**src/rtl/boot_mode_pkg.sv**
```systemverilog
package boot_mode_pkg;
  typedef enum logic [1:0] {
    BOOT_NONE = 2'd0,
    BOOT_RUN  = 2'd1,
    BOOT_HOST = 2'd2
  } boot_mode_t;
endpackage

```
**src/rtl/bmd_sync.sv**
```systemverilog
module bmd_sync #(
  parameter int          W    = 1,
  parameter logic [W-1:0] INIT = '0
) (
  input  logic         clk_i,
  input  logic         por_ni,
  input  logic [W-1:0] d_i,
  output logic [W-1:0] q_o
);
  logic [W-1:0] stage1;

  always_ff @(posedge clk_i or negedge por_ni) begin
    if (!por_ni) begin
      stage1 <= INIT;
      q_o    <= INIT;
    end else begin
      stage1 <= d_i;
      q_o    <= stage1;
    end
  end
endmodule

```
**src/rtl/bmd_tick_count.sv**
```systemverilog
module bmd_tick_count #(
  parameter int SAT   = 11,
  parameter int CNT_W = $clog2(SAT + 1)
) (
  input  logic             clk_i,
  input  logic             por_ni,
  input  logic             hold_i,
  input  logic             tick_i,
  output logic [CNT_W-1:0] cnt_o
);
  localparam logic [CNT_W-1:0] SAT_V = CNT_W'(SAT);

  always_ff @(posedge clk_i or negedge por_ni) begin
    if (!por_ni)                       cnt_o <= '0;
    else if (!hold_i)                  cnt_o <= '0;
    else if (tick_i && cnt_o != SAT_V) cnt_o <= cnt_o + 1'b1;
  end

  // never beyond saturation, stays saturated
  a_r4_no_overflow: assert property (@(posedge clk_i) disable iff (!por_ni)
    cnt_o <= SAT_V);
  a_r4_sat_holds: assert property (@(posedge clk_i) disable iff (!por_ni)
    (hold_i && cnt_o == SAT_V) |=> cnt_o == SAT_V);
  a_r4_clear_low: assert property (@(posedge clk_i) disable iff (!por_ni)
    !hold_i |=> cnt_o == '0);
endmodule

```
**src/rtl/bmd_mode_ctrl.sv**
```systemverilog
module bmd_mode_ctrl
  import boot_mode_pkg::*;
#(
  parameter int RESET_CYC    = 2,
  parameter int HOST_MIN_CYC = 10,
  parameter int CNT_W        = 4
) (
  input  logic             clk_i,
  input  logic             por_ni,
  input  logic             hold_i,
  input  logic             strobe_i,
  input  logic [CNT_W-1:0] cnt_i,
  output logic             sys_rst_o,
  output logic             host_o,
  output logic             run_o
);
  localparam logic [CNT_W-1:0] RST_V  = CNT_W'(RESET_CYC);
  localparam logic [CNT_W-1:0] HOST_V = CNT_W'(HOST_MIN_CYC);

  logic       strobe_q;
  logic       strobe_fall;
  logic       host_req;
  logic       in_rst_q;
  boot_mode_t mode_q;

  assign strobe_fall = strobe_q & ~strobe_i;
  assign sys_rst_o   = hold_i && (cnt_i >= RST_V);

  always_ff @(posedge clk_i or negedge por_ni) begin
    if (!por_ni) begin
      strobe_q <= 1'b1;
      host_req <= 1'b0;
      in_rst_q <= 1'b0;
      mode_q   <= BOOT_NONE;
    end else begin
      strobe_q <= strobe_i;
      in_rst_q <= sys_rst_o;
      if (!hold_i)                             host_req <= 1'b0;
      else if (strobe_fall && cnt_i > HOST_V)  host_req <= 1'b1;
      if (sys_rst_o)     mode_q <= BOOT_NONE;
      else if (in_rst_q) mode_q <= host_req ? BOOT_HOST : BOOT_RUN;
    end
  end

  assign host_o = (mode_q == BOOT_HOST);
  assign run_o  = (mode_q == BOOT_RUN);

  // flags exclusive, cleared in reset, held outside release
  a_r9_exclusive: assert property (@(posedge clk_i) disable iff (!por_ni)
    !(host_o && run_o));
  a_r9_clear_in_reset: assert property (@(posedge clk_i) disable iff (!por_ni)
    sys_rst_o |=> !host_o && !run_o);
  a_r9_hold: assert property (@(posedge clk_i) disable iff (!por_ni)
    (!sys_rst_o && !in_rst_q) |=> $stable({host_o, run_o}));
  // a request only arises past the host threshold
  a_r5_req_threshold: assert property (@(posedge clk_i) disable iff (!por_ni)
    $rose(host_req) |-> $past(cnt_i) > HOST_V);
  // internal reset needs the reset level
  a_r2_needs_hold: assert property (@(posedge clk_i) disable iff (!por_ni)
    !hold_i |-> !sys_rst_o);
endmodule

```
**src/rtl/boot_mode_detect.sv**
```systemverilog
module boot_mode_detect #(
  parameter int RESET_CYC    = 2,
  parameter int HOST_MIN_CYC = 10
) (
  input  logic clk_i,
  input  logic por_ni,
  input  logic mc_tick_i,
  input  logic reset_pad_i,
  input  logic prog_strobe_i,
  output logic sys_rst_o,
  output logic host_mode_o,
  output logic run_mode_o
);
  localparam int SAT   = (HOST_MIN_CYC + 1 > RESET_CYC) ? HOST_MIN_CYC + 1 : RESET_CYC;
  localparam int CNT_W = $clog2(SAT + 1);

  logic [1:0]       pad_s;
  logic [CNT_W-1:0] cnt;

  bmd_sync #(.W(2), .INIT(2'b10)) u_sync (
    .clk_i (clk_i),
    .por_ni(por_ni),
    .d_i   ({prog_strobe_i, reset_pad_i}),
    .q_o   (pad_s)
  );

  bmd_tick_count #(.SAT(SAT), .CNT_W(CNT_W)) u_count (
    .clk_i (clk_i),
    .por_ni(por_ni),
    .hold_i(pad_s[0]),
    .tick_i(mc_tick_i),
    .cnt_o (cnt)
  );

  bmd_mode_ctrl #(
    .RESET_CYC   (RESET_CYC),
    .HOST_MIN_CYC(HOST_MIN_CYC),
    .CNT_W       (CNT_W)
  ) u_ctrl (
    .clk_i    (clk_i),
    .por_ni   (por_ni),
    .hold_i   (pad_s[0]),
    .strobe_i (pad_s[1]),
    .cnt_i    (cnt),
    .sys_rst_o(sys_rst_o),
    .host_o   (host_mode_o),
    .run_o    (run_mode_o)
  );

  // the internal reset falls no sooner than two edges after the pad
  a_r1_sync_delay: assert property (@(posedge clk_i) disable iff (!por_ni)
    $fell(sys_rst_o) |-> !$past(reset_pad_i, 2));
endmodule

```
**config.mk**
```make
export PLATFORM = sky130hd
export DESIGN_NAME = boot_mode_detect
export DESIGN_NICKNAME = d
export VERILOG_FILES = /design/src/rtl/boot_mode_pkg.sv /design/src/rtl/bmd_sync.sv /design/src/rtl/bmd_tick_count.sv /design/src/rtl/bmd_mode_ctrl.sv /design/src/rtl/boot_mode_detect.sv
export SDC_FILE = /design/constraint.sdc
export NUM_CORES = 1
export LEC_CHECK = 0
export ABC_AREA = 1
export BUFFER_PORTS_ARGS = -buffer_cell sky130_fd_sc_hd__buf_4
export CORE_ASPECT_RATIO = 1.25
export CORE_MARGIN = 8
export CORE_UTILIZATION = 30
export CTS_BUF_LIST = sky130_fd_sc_hd__clkbuf_4 sky130_fd_sc_hd__clkbuf_8
export CTS_CLUSTER_DIAMETER = 100
export CTS_CLUSTER_SIZE = 40
export DETAILED_ROUTE_END_ITERATION = 12
export HOLD_SLACK_MARGIN = 0.15
export PLACE_DENSITY = 0.43
export SYNTH_ARGS = -nofsm -noshare
export SYNTH_HDL_FRONTEND = slang
export SYNTH_SLANG_ARGS = --single-unit
```
**constraint.sdc**
```tcl
create_clock -name clk_i -period 2.27 [get_ports clk_i]
set_clock_uncertainty 0.2 [all_clocks]
set_input_delay 0.681 -clock clk_i [delete_from_list [all_inputs] [get_ports clk_i]]
set_output_delay 0.681 -clock clk_i [all_outputs]
set_load 0.01 [all_outputs]
```
==> metrics.txt <==
outcome=completed; antenna-violating nets left=0; Fmax=0.464 GHz; most frequent cells in the layout=inv_1, nand2_1, dfrtp_1; clock group share of total power=26.0%; final WL=969 um; largest net degree at the start of global routing=14; die width=55.6 um; register area=329 um2; final net count=83; Worst Setup Start Kind=flip-flop; area of the multi-input gates=211 um2; vias in the first global route=422; DR WL/cell=10.2 um; area grow syn2layout=21.7%; CORE AREA=1910 um2; first-pass GRT wire length=1690 um; syn nets=69; Setup Crit Path Kind=flip-flop to primary output; clk slew on worst S/H paths=0.08 ns; Slew HR=81.0%; most used cell, CP=inv_2; clock latency at the later pin of the worst-skew pair=0.27 ns; crit-path cells=inv_2 -> ha_1 -> inv_1 -> nand3_1 -> nand2_2 -> inv_2 -> buf_4; power per standard cell area=801 nW/um2; sequential share of power=50.0%; distinct cell type count after synthesis=19; CP endpoint kind=primary output; clock root buffer=clkbuf_4; minimum clock period=2.16 ns; Final TNS setup=0 ns; vias per cell=4.39; GRT Util Overall=5.84%; final hold violations=0; ant diodes=0; Initial Utilization=30.7%; hold_ws=0.151 ns; vias=417; Lkg Pwr=0.000358 uW; Fill cells=201; io pins=8; # H-tree levels=1; met2 usage=9.55%; busiest grt layer=met2; Tightest Hold Check Type=flip-flop to flip-flop; Slew Limit Fails=0; Post-Synthesis Cells=62; setup violators final=0; critical path arrival=1.27 ns; sw frac=28.7%; crit-path max FO=3; initial antenna violation count=0; CTS Buf Count=3; # DRC=0; Required @ worst endpoint=1.39 ns; met3 Use GR=1.35%; Seq/Total Area, Yosys=56.1%; First-pass DRT Iterations=2; maxcap violations=0; die height=65.4 um; post-DP HPWL=757 um; synthesis-stage register bit count=13; unrepaired setup endpoints after global routing=false; crit share post-route=95.0%; largest buffer count on any clock path=2; synthesized area=587 um2; share of cells above drive strength 1=34.7%; Pint=408 uW; Net Sw Power=165 uW; Comb power frac=24.0%; maximum VDD drop=0.341 mV; I/O Buffers=7; Clock Sink Count=13; die footprint=3640 um2; standard-cell rows=18; Slowest-stage cell, CP=dfrtp_1; 1st-iter DRT viols=2; YS warnings=0; routability cong.=0.669; met1 Use GR=5.72%; peak per-stage delay on the critical path=0.39 ns; Least-Margin Pin Slew=0.284 ns; grt total ovfl=0; post-synthesis area per instance=9.46 um2; CTS tree=done
[through the flow]
step	setup WS (ns)	cells	utilization [%]	power [uW]	cell area, um2
after floorplan	0.513	62	-	366	587
after global placement	0.335	89	34.7	424	664
after detailed placement	0.345	89	34.7	425	664
after CTS	0.0260	94	36.8	581	704
after global routing	0.0147	95	37.3	617	714
final	0.114	95	37.3	572	714
[state kept, by name (all words and copies together) (netlist names)]
name             flops
u_sync.stage1        2
u_sync.q_o           2
u_ctrl.in_rst_q      1
u_count.cnt_o        4
u_ctrl.mode_q        2
u_ctrl.host_req      1
u_ctrl.strobe_q      1
[critical path: cells and delay by family, from the launching register on]
kind          cells  cell delay [ns]
flops             1             0.39
buf+inv           4             0.27
fa+ha+maj         1             0.18
simple gates      2             0.16
[final timing paths]
| path | from | end | slack [ns] | depth (start not counted) |
|---|---|---|---|---|
| max in group asynchronous | por_ni | u_sync.q_o[1] | 1.05 | 2 |
| hold / removal | u_sync.stage1[0] | u_sync.q_o[0] | 0.15 | 0 |
| setup / recovery | u_count.cnt_o[0] | sys_rst_o | 0.11 | 7 |
| setup reg to reg | u_count.cnt_o[0] | u_count.cnt_o[2] | 0.83 | 7 |
| hold reg to reg | u_sync.stage1[0] | u_sync.q_o[0] | 0.15 | 0 |
| min in group asynchronous | por_ni | u_ctrl.mode_q[0] | 0.58 | 2 |
[cell families after synthesis]
family          after synthesis  synth area share (%)
simple gates                 28                  24.9
flops                        13                  56.1
compound gates                5                  4.90
xor+xnor                      1                  1.49
fa+ha+maj                     2                  4.26
buf+inv                      13                  8.31
[timing repair]
item | 4_1_cts | 5_1_grt
hold endpoints to repair | 10 | 0
hold buffers | 1 | 0
resized for setup | 0 | 3
setup endpoints to repair | 0 | 1
buffers inserted | 0 | 1
[power by group through the flow]
stage / Sequential, uW / Combinational (uW) / Clock (uW)
after floorplan: 286 / 80.5 / 0
after global routing: 290 / 163 / 164
after detailed placement: 291 / 135 / 0
final: 286 / 137 / 149
after CTS: 286 / 136 / 158
after global placement: 290 / 134 / 0
[synth_stat cells, drive strengths merged]
cell type / instances / area, um2
inv: 13 / 48.8
nand2: 13 / 58.8
dfrtp: 10 / 250
nor2: 8 / 40.0
nand3: 5 / 35.0
o21ai: 4 / 23.8
dfstp: 3 / 78.8
ha: 2 / 25.0
nand4: 2 / 12.5
a21oi: 1 / 5.00
xnor2: 1 / 8.76
[cell type report]
cell class              count  area share (%)
clock buffers               4            4.20
inverters                  13            6.83
multi-input cells          36            29.6
flip-flops and latches     13            46.1
well taps                  20            3.50
repair buffers              9            9.81
[routing by layer]
layer  share of wire, %  routed length [um]
met5                  0                   0
met2                 51                 497
met3                2.9                  28
met4                1.7                  16
met1                 44                 427
No activity file was read; power rests on OpenSTA's default activity.
